===== src/rtl/txd_pkg.sv =====
package txd_pkg;

  localparam int OWN_BIT  = 31;
  localparam int PAD_BIT  = 0;
  localparam int IEN_BIT  = 2;
  localparam int DONE_BIT = 19;
  localparam int INTR_BIT = 16;

  localparam int EV_DONE = 0;
  localparam int EV_UNAV = 1;
  localparam int EV_BERR = 2;
  localparam int N_EV    = 3;

  typedef enum logic [2:0] {
    ST_IDLE,
    ST_RD_FLAGS,
    ST_RD_BUF,
    ST_RD_LEN,
    ST_RD_NEXT,
    ST_SEND,
    ST_WR_FLAGS,
    ST_WR_STAT
  } txd_state_e;

  function automatic logic [1:0] word_sel(txd_state_e s);
    case (s)
      ST_RD_BUF:               return 2'd1;
      ST_RD_LEN, ST_WR_STAT:   return 2'd2;
      ST_RD_NEXT:              return 2'd3;
      default:                 return 2'd0;
    endcase
  endfunction

  function automatic logic is_read(txd_state_e s);
    return (s == ST_RD_FLAGS) || (s == ST_RD_BUF) ||
           (s == ST_RD_LEN)   || (s == ST_RD_NEXT);
  endfunction

  function automatic logic is_write(txd_state_e s);
    return (s == ST_WR_FLAGS) || (s == ST_WR_STAT);
  endfunction

endpackage


===== src/rtl/txd_fsm.sv =====
module txd_fsm
  import txd_pkg::*;
(
  input  logic       clk,
  input  logic       rst,
  input  logic       start,
  input  logic       abort,
  input  logic       acc_done,
  input  logic       acc_err,
  input  logic       owned,
  input  logic       frm_done,
  output txd_state_e state
);

  txd_state_e nxt;

  always_comb begin
    nxt = state;
    if (abort) begin
      nxt = ST_IDLE;
    end else begin
      case (state)
        ST_IDLE:     if (start) nxt = ST_RD_FLAGS;
        ST_RD_FLAGS: if (acc_done) nxt = (acc_err || !owned) ? ST_IDLE : ST_RD_BUF;
        ST_RD_BUF:   if (acc_done) nxt = acc_err ? ST_IDLE : ST_RD_LEN;
        ST_RD_LEN:   if (acc_done) nxt = acc_err ? ST_IDLE : ST_RD_NEXT;
        ST_RD_NEXT:  if (acc_done) nxt = acc_err ? ST_IDLE : ST_SEND;
        ST_SEND:     if (frm_done) nxt = ST_WR_FLAGS;
        ST_WR_FLAGS: if (acc_done) nxt = ST_WR_STAT;
        ST_WR_STAT:  if (acc_done) nxt = ST_RD_FLAGS;
        default:     nxt = ST_IDLE;
      endcase
    end
  end

  always_ff @(posedge clk) begin
    if (rst) state <= ST_IDLE;
    else     state <= nxt;
  end

endmodule


===== src/rtl/txd_desc.sv =====
module txd_desc
  import txd_pkg::*;
#(
  parameter int AW      = 32,
  parameter int DW      = 32,
  parameter int LW      = 16,
  parameter int MIN_LEN = 60
) (
  input  logic          clk,
  input  logic          rst,
  input  logic [DW-1:0] rdata,
  input  logic          cap_flags,
  input  logic          cap_len,
  input  logic          cap_next,
  input  logic          cap_stat,
  input  logic          stat_ok,
  input  logic          stat_intr,
  output logic          ien,
  output logic [AW-1:0] next_addr,
  output logic [LW-1:0] frm_len,
  output logic          frm_padded,
  output logic [DW-1:0] wb_flags,
  output logic [DW-1:0] wb_stat
);

  localparam logic [LW-1:0] MIN_L = LW'(MIN_LEN);

  logic [DW-1:0] flags_q;
  logic [LW-1:0] len_q;
  logic [AW-1:0] next_q;
  logic [DW-1:0] stat_q;
  logic [DW-1:0] stat_new;

  always_ff @(posedge clk) begin
    if (rst) begin
      flags_q <= '0;
      len_q   <= '0;
      next_q  <= '0;
      stat_q  <= '0;
    end else begin
      if (cap_flags) flags_q <= rdata;
      if (cap_len)   len_q   <= rdata[LW-1:0];
      if (cap_next)  next_q  <= rdata[AW-1:0];
      if (cap_stat)  stat_q  <= stat_new;
    end
  end

  always_comb begin
    stat_new            = '0;
    stat_new[LW-1:0]    = len_q;
    stat_new[DONE_BIT]  = stat_ok;
    stat_new[INTR_BIT]  = stat_intr;
  end

  always_comb begin
    frm_padded = flags_q[PAD_BIT] && (len_q < MIN_L);
    frm_len    = frm_padded ? MIN_L : len_q;
    wb_flags   = flags_q;
    wb_flags[OWN_BIT] = 1'b0;
  end

  assign ien       = flags_q[IEN_BIT];
  assign next_addr = next_q;
  assign wb_stat   = stat_q;

endmodule


===== src/rtl/txd_events.sv =====
module txd_events #(
  parameter int N = 3
) (
  input  logic         clk,
  input  logic         rst,
  input  logic [N-1:0] set,
  input  logic [N-1:0] clr,
  input  logic [N-1:0] en,
  output logic [N-1:0] pend,
  output logic         irq
);

  always_ff @(posedge clk) begin
    if (rst) pend <= '0;
    else     pend <= (pend & ~clr) | set;
  end

  assign irq = |(pend & en);

endmodule


===== src/rtl/txd_ring_engine.sv =====
module txd_ring_engine
  import txd_pkg::*;
#(
  parameter int          AW         = 32,
  parameter int          DW         = 32,
  parameter int          LW         = 16,
  parameter int          MIN_LEN    = 60,
  parameter logic [31:0] LIST_RESET = 32'hFFFF_FFFC
) (
  input  logic            clk,
  input  logic            rst,
  input  logic            tx_en,
  input  logic            poll,
  input  logic            base_we,
  input  logic [AW-1:0]   base_wdata,
  input  logic            halt_clr,
  input  logic [N_EV-1:0] ev_en,
  input  logic [N_EV-1:0] ev_clr,
  output logic            mem_req,
  output logic            mem_we,
  output logic [AW-1:0]   mem_addr,
  output logic [DW-1:0]   mem_wdata,
  input  logic            mem_ack,
  input  logic            mem_err,
  input  logic [DW-1:0]   mem_rdata,
  output logic            frm_valid,
  output logic [AW-1:0]   frm_addr,
  output logic [LW-1:0]   frm_len,
  output logic            frm_padded,
  input  logic            frm_done,
  input  logic            frm_err,
  output logic [AW-1:0]   cur_desc,
  output logic [AW-1:0]   cur_buf,
  output logic            tx_halted,
  output logic [N_EV-1:0] ev_pend,
  output logic            tx_irq
);

  localparam int OFF_SHIFT = $clog2(DW / 8);

  txd_state_e      state;
  logic            tx_en_q;
  logic [AW-1:0]   list_base;
  logic [AW-1:0]   cur_desc_q;
  logic [AW-1:0]   cur_buf_q;
  logic            halted_q;
  logic            en_rise, en_fall, start, acc_done;
  logic            rd_ok, send_end;
  logic            ien;
  logic [AW-1:0]   next_addr;
  logic [DW-1:0]   wb_flags, wb_stat;
  logic [N_EV-1:0] ev_set;

  assign en_rise  = tx_en & ~tx_en_q;
  assign en_fall  = ~tx_en & tx_en_q;
  assign start    = poll & tx_en & tx_en_q;
  assign acc_done = mem_req & mem_ack;
  assign rd_ok    = acc_done & ~mem_err & tx_en;
  assign send_end = (state == ST_SEND) & frm_done & tx_en;

  txd_fsm u_fsm (
    .clk      (clk),
    .rst      (rst),
    .start    (start),
    .abort    (~tx_en),
    .acc_done (acc_done),
    .acc_err  (mem_err),
    .owned    (mem_rdata[OWN_BIT]),
    .frm_done (frm_done),
    .state    (state)
  );

  always_comb begin
    ev_set = '0;
    if (tx_en) begin
      ev_set[EV_UNAV] = (state == ST_RD_FLAGS) & acc_done & ~mem_err & ~mem_rdata[OWN_BIT];
      ev_set[EV_BERR] = (is_read(state) & acc_done & mem_err) | (send_end & frm_err);
      ev_set[EV_DONE] = send_end & ~frm_err & ien;
    end
  end

  txd_desc #(
    .AW(AW), .DW(DW), .LW(LW), .MIN_LEN(MIN_LEN)
  ) u_desc (
    .clk        (clk),
    .rst        (rst),
    .rdata      (mem_rdata),
    .cap_flags  ((state == ST_RD_FLAGS) & rd_ok),
    .cap_len    ((state == ST_RD_LEN) & rd_ok),
    .cap_next   ((state == ST_RD_NEXT) & rd_ok),
    .cap_stat   (send_end),
    .stat_ok    (~frm_err),
    .stat_intr  (|((ev_pend | ev_set) & ev_en)),
    .ien        (ien),
    .next_addr  (next_addr),
    .frm_len    (frm_len),
    .frm_padded (frm_padded),
    .wb_flags   (wb_flags),
    .wb_stat    (wb_stat)
  );

  txd_events #(.N(N_EV)) u_ev (
    .clk  (clk),
    .rst  (rst),
    .set  (ev_set),
    .clr  (ev_clr),
    .en   (ev_en),
    .pend (ev_pend),
    .irq  (tx_irq)
  );

  always_ff @(posedge clk) begin
    tx_en_q <= tx_en;
    if (rst) begin
      list_base  <= LIST_RESET[AW-1:0];
      cur_desc_q <= '0;
      cur_buf_q  <= '0;
      halted_q   <= 1'b0;
    end else begin
      if (base_we) list_base <= base_wdata;
      if (en_rise)
        cur_desc_q <= list_base;
      else if ((state == ST_WR_STAT) && acc_done && tx_en)
        cur_desc_q <= next_addr;
      if ((state == ST_RD_BUF) && rd_ok)
        cur_buf_q <= mem_rdata[AW-1:0];
      if (en_fall)       halted_q <= 1'b1;
      else if (halt_clr) halted_q <= 1'b0;
    end
  end

  assign mem_req   = is_read(state) | is_write(state);
  assign mem_we    = is_write(state);
  assign mem_addr  = cur_desc_q + (AW'(word_sel(state)) << OFF_SHIFT);
  assign mem_wdata = (state == ST_WR_FLAGS) ? wb_flags : wb_stat;
  assign frm_valid = (state == ST_SEND);
  assign frm_addr  = cur_buf_q;
  assign cur_desc  = cur_desc_q;
  assign cur_buf   = cur_buf_q;
  assign tx_halted = halted_q;

endmodule


===== config.mk =====
export PLATFORM = sky130hd
export DESIGN_NAME = txd_ring_engine
export DESIGN_NICKNAME = d
export VERILOG_FILES = /design/src/rtl/txd_pkg.sv /design/src/rtl/txd_fsm.sv /design/src/rtl/txd_desc.sv /design/src/rtl/txd_events.sv /design/src/rtl/txd_ring_engine.sv
export SDC_FILE = /design/constraint.sdc
export NUM_CORES = 1
export LEC_CHECK = 0
export BUFFER_PORTS_ARGS = -buffer_cell sky130_fd_sc_hd__buf_2
export CAP_MARGIN = 20
export CORE_UTILIZATION = 30
export CTS_BUF_LIST = sky130_fd_sc_hd__clkbuf_4
export CTS_CLUSTER_DIAMETER = 200
export CTS_CLUSTER_SIZE = 8
export DETAILED_ROUTE_END_ITERATION = 8
export PLACE_DENSITY_LB_ADDON = 0.25
export SLEW_MARGIN = 15
export SYNTH_ARGS = -nofsm -noshare
export SYNTH_HDL_FRONTEND = slang
export SYNTH_SLANG_ARGS = --single-unit

===== constraint.sdc =====
create_clock -name clk -period 4.2 [get_ports clk]
set_input_delay 0.42 -clock clk [delete_from_list [all_inputs] [get_ports clk]]
set_output_delay 0.42 -clock clk [all_outputs]
set_load 0.005 [all_outputs]

* After elaboration in Yosys (flattened, before gate mapping)
Cells that the tools add are included.
** Cells by class
- Eq/ne operators :: 15
- Reductions and logical operators :: 18
- Add/sub/neg operators :: 1
- Mux-type cells :: 21
- Magnitude comparators :: 1
- Bitwise gates (word level) :: 33
** Operators with widths (number)
- 2-to-1 mux 32 bit :: 2
- 2-to-1 mux 3 bit :: 11
- adder 32 x 4 -> 32 bit :: 1
- 2-to-1 mux 31 bit :: 1
- case mux 3 bit (8 select lines) :: 1
- AND 1 bit :: 20
- less-than comparator 16 x 6 -> 1 bit, second input constant :: 1
- 2-to-1 mux 16 bit :: 1
- != test 2 bit, second input constant :: 7
- equality test 3 bit, second input constant :: 4
- AND 3 bit :: 3
- AND reduction 8 bit :: 1
- equality test 3 x 2 -> 1 bit, second input constant :: 2
- OR 3 bit :: 2
- case mux 2 bit (3 select lines) :: 1
- OR reduction 3 bit :: 2
- logical OR 1 bit :: 5
- inverter 1 bit :: 5
- logical AND 1 bit :: 4
- 2-to-1 mux 2 bit :: 2
- nonzero test 2 bit :: 2
- OR reduction 2 bit :: 2
- equality test 3 x 1 -> 1 bit, second input constant :: 1
- logical NOT 3 bit :: 1
- other kinds (5) :: 7
** Word-level totals
- Word-level logic and storage cells :: 100
- Register bits after elaboration :: 201
- Output and inout bits :: 185
- Bits of input ports :: 80

* Longest topological paths before layout
- Depth in word-level cells :: 13
- Gate-level depth with buffers :: 13
- Gate-level depth less buffers :: 9

* By module
A second synthesis with hierarchy kept.
** Unflattened totals
- Cell total of the unflattened synthesis :: 989
- Area, all modules :: 9331.4 µm²
** Modules (own cells, without submodules)
- txd_ring_engine :: instances 1, seq. area each 1961.9 µm², cells each 587, area an instance 5315.1 µm²
- txd_desc :: instances 1, seq. area each 1941.9 µm², cells each 359, area an instance 3662.3 µm²
- txd_fsm :: instances 1, seq. area each 60.1 µm², cells each 29, area an instance 235.2 µm²
- txd_events :: instances 1, seq. area each 60.1 µm², cells each 14, area an instance 118.9 µm²

* Worst setup path before layout
No wires, ideal clock.
- Path kind :: flip-flop to output port
- Start point :: register u_fsm.state[1]
- End point :: output mem_addr[30]
- Path buffers :: 4
- Required time :: 3.780 ns
- Arrival :: 3.005 ns
- Path slack :: 0.775 ns
- Cell stages (with the launch flop) :: 14
- Cells stage by stage :: dfxtp_1 > buf_2 > clkbuf_1 > clkbuf_1 > xnor2_1 > nor2_1 > ha_1 > inv_1 > fa_1 > nand3b_2 > or4_4 > buf_6 > nor3b_2 > xor2_1
** On the way
- Cells in the longest elaborated chain, start to end :: 4
- Elaborated cells on any way between the ends :: 7
- Classes of those cells :: 1 x add/sub; 4 x eq/ne; 1 x mux; 1 x reduce/logical
** RTL lines
- start, declared :: RTL line txd_fsm.sv:12 : output txd_state_e state
- start signal, assigned :: RTL line txd_fsm.sv:38 : else state <= nxt;
- equality test 3 x 2 -> 1 bit / equality test 3 bit (equally long branches) :: RTL line txd_pkg.sv:26 : case (s)
- OR reduction 2 bit :: RTL line txd_pkg.sv:26
- case mux 2 bit (3 select lines) * :: RTL line txd_pkg.sv:26
- adder 32 x 4 -> 32 bit * :: RTL line txd_ring_engine.sv:134 : assign mem_addr = cur_desc_q + (AW'(word_sel(state)) << OFF_SHIFT);
- end, declared :: RTL line txd_ring_engine.sv:21 : output logic [AW-1:0] mem_addr,
Mark *: on every way between the ends. The rest lies on a longest branch, timed or not.

* Worst setup path in the final report
- Start point :: register u_fsm.state[2]
- End point :: output mem_addr[28]
Same word-level chain as after synthesis.

==> key figures <==
Power
  • Switch Pwr: 0.9020 mW
  • Final Power: between 3 and 4 mW
  • Max VDD drop: between 0.2 and 0.25 mV
  • Sw frac: 26.99%
  • Seq pwr share: 59.6%
  • Comb pwr share: around 9.9%
  • Internal: 2.440 mW
  • Leak Pwr: a little under 5 nW
  • PwrDens: 299.2 nW/µm²
  • Clk pwr share: a little under a third

Clocking
  • CTS clk-pin slew, worst paths: 0.12 ns
  • Clk_lat worst skew: about 0.70 ns
  • CTS Buffer Depth: 3
  • Postcts setup bufs: 0
  • CTS Root Cell: clkbuf_4
  • Clk sinks: 201
  • CTS Buf Count: 29
  • Htree depth: 1
  • Clock tree from TritonCTS: built

Setup path
  • Setup Crit Path Kind: flip-flop to output port
  • Max stage delay on crit path: 0.64 ns
  • Worst Reg-to-Reg Cells: 6
  • Crit end category: output port
  • Startpoint Class: flip-flop
  • RR Endpoint: cur_desc[27]
  • Critical Path Start: u_fsm.state[2]
  • Origin of the critical flop-to-flop path: u_fsm.state[1]
  • Worst-path cell chain: buf_4 -> xnor2_1 -> nor2_1 -> ha_1 -> inv_1 -> fa_1 -> nand3b_4 -> or4_4 -> nor3_2 -> xor2_1 -> buf_2
  • Slowest cell on the critical path: or4_4
  • Crit-path max FO: 18
  • CP arrival: 3.54 ns
  • FF-to-FF setup slack: roughly 1.7 ns
  • Req. time, crit path: 3.78 ns

Detailed routing
  • WL per Instance: 16.94 µm
  • Routed wire length: just under 30 mm
  • DR vias: 8385
  • Initial drt markers: 461
  • Detailed Routing Iterations Pass 1: 7
  • Number of routed nets with antenna violations: 0
  • Avg Vias per Cell: 4.827
  • DRC: 0

Run
  • Number of max-cap violations: 0

Place
  • DP Cell Count: 1634
  • Pre-CTS setup slack: between 0.8 and 0.9 ns
  • IO buf count: 263
  • DP HPWL: 19.47 mm
  • Dpl cell area: 10240 µm²
  • RePlAce Congestion: between 0.8 and 0.9

Worst hold path
  • Hold Crit Class: input pin to flip-flop
  • Worst Hold Endpoint: u_desc.next_addr[1]
  • Hold Startpoint: mem_rdata[1]
  • Worst hold stages: 3

Finish
  • Design Area, Final: 11170 µm²
  • Most frequent cells in the layout: nand2_1, buf_2, dfxtp_1
  • Area growth syn-to-layout: 25.04%
  • Layout cell share with drive strength beyond 1: 24.24%
  • Finished Layout Cells: 1737
  • Commonest non-fill, non-tap cell in the layout: nand2_1
  • Post-layout nets: about 1.4k

Floorplanning
  • Core box area: between 20000 and 30000 µm²
  • Cell Rows: 62
  • Die area: 30480 µm²
  • IO Count: 265
  • Die Y: 174.6 µm
  • Die width: 174.6 µm
  • Initial Util: a little under a third

Timing
  • Setup Skew: between 0.05 and 0.06 ns
  • Tightest Pin Transition: 1.068 ns
  • Fin crit share: 94.25%
  • Final min period: 3.959 ns
  • Final setup violation count: 0
  • Sum Neg Setup Slack: 0 ns
  • Relative slew slack: about 29%
  • Maximum operating frequency: between 0.2 and 0.3 GHz
  • Unrepaired setup endpoints after global routing: false
  • Worst setup margin: about 0.24 ns
  • Final slew viol count: 0
  • Final Hold Violating Endpoints: 0

Synthesis
  • Synth Area per Inst: 8.130 µm²
  • Seq/Total Area, Yosys: 45.04%
  • Count of cell types in the netlist: 53
  • YS warnings: 0
  • Post-Syn Area: 8935 µm²
  • Ys flop type: dfxtp_1
  • Syn nets: 1182
  • Synth Register Bits: 201
  • Syn Inst Count: 1099
  • Fraction of registers with async set/reset: 0%
  • Number of synthesized flops with an enable pin: 0

Global route
  • Congestion Overflow GR: 0
  • First-pass GRT wire length: 44.22 mm
  • Gr usage total: a little under a fifth
  • Largest net degree at the start of global routing: 127
  • Initial antenna violation count: 2
  • Vias in the first global route: 7716

Outcome
  • Outcome: complete, no violations
==> cells in the mapped netlist, drive strengths merged (11+ instances only) <==
cell	instances	area, µm²
nand2	293	1100
dfxtp	201	4024
a21oi	115	575.6
buf	63	402.9
clkbuf	63	236.5
nor2	61	229.0
mux2i	51	510.5
nor2b	36	225.2
a211oi	33	247.7
a211o	30	262.8
xnor2	19	166.4
and3	17	106.4
nand2b	12	75.07
inv	11	41.29
nand4	11	68.82
==> power by group through the flow <==
stage / registers [mW] / logic (mW) / clock network, mW
after global routing: 2.00 / 0.360 / 1.14
after detailed placement: 2.03 / 0.284 / 0
after floorplan: 2.02 / 0.151 / 0
after CTS: 1.99 / 0.333 / 1.06
final: 1.99 / 0.331 / 1.02
after global placement: 2.03 / 0.282 / 0
==> kinds of logic after synthesis <==
family,after synthesis,share of synthesized area (%)
AOI/OAI and AO/OA,198,13.74
xor gates and xnor gates,28,2.745
adders and majority gates,3,0.5041
buffers and inverters,137,7.618
DFF,201,45.04
muxes,51,5.713
other,1,0.04197
and+or+nand+nor,480,24.60
==> sequential cells by signal, summed over array words and instances, names as in the netlist, 3 cells and up <==
register	flops
u_desc.next_addr	32
list_base	32
u_ev.pend	3
u_desc.wb_stat	18
u_fsm.state	3
u_desc.len_q	16
cur_buf	32
cur_desc	32
u_desc.flags_q	31
==> through the flow <==
| step | util [%] | hold slack [ns] |
|---|---|---|
| 2_1_floorplan | - | 0.4319 |
| 3_3_place_gp | 35.25 | 0.4391 |
| 3_5_place_dp | 35.30 | 0.4436 |
| 4_1_cts | 38.40 | 0.003300 |
| 5_1_grt | 38.49 | 0.007462 |
| 6_report | 38.51 | 0.03692 |
==> critical path, delay by kind of cell (launching register included) <==
| family | cells | cell delay [ns] |
|---|---|---|
| adder cells (fa/ha/maj) | 2 | 0.60 |
| buffers and inverters | 3 | 0.37 |
| AND/OR/NAND/NOR | 4 | 1.27 |
| flip-flops | 1 | 0.32 |
| XOR/XNOR | 2 | 0.30 |
==> metal layers <==
layer  track usage [%]  part of all wire, %
met1             24.18                   46
met2             30.56                   46
met3             3.481                  5.9
met4             4.855                  2.1
met5                 0                    0
==> worst max path at each step <==
stage                         to  slack [ns]
floorplan           mem_addr[30]        0.77
detailed placement  mem_addr[28]        0.83
CTS                 mem_addr[28]        0.07
finish              mem_addr[28]        0.24
global placement    mem_addr[30]        0.89
global route        mem_addr[30]        0.02
==> layout make-up <==
class	instances	area (µm²)
Fill cell	3064	17840
Multi-Input combinational cell	762	4269
Sequential cell	201	4025
Timing Repair Buffer	343	2108
Tap cell	384	480.5
Clock buffer	30	225.2
Inverter	11	41.29
Clock inverter	2	12.51
Antenna cell	4	10.01
==> timing repair <==
item / 4_1_cts / 5_1_grt
hold endpoints to repair: 101 / 0
gates resized for setup: 0 / 3
setup endpoints to repair: 0 / 9
hold buffers: 66 / 0
Power figures use the tool's default switching activity.
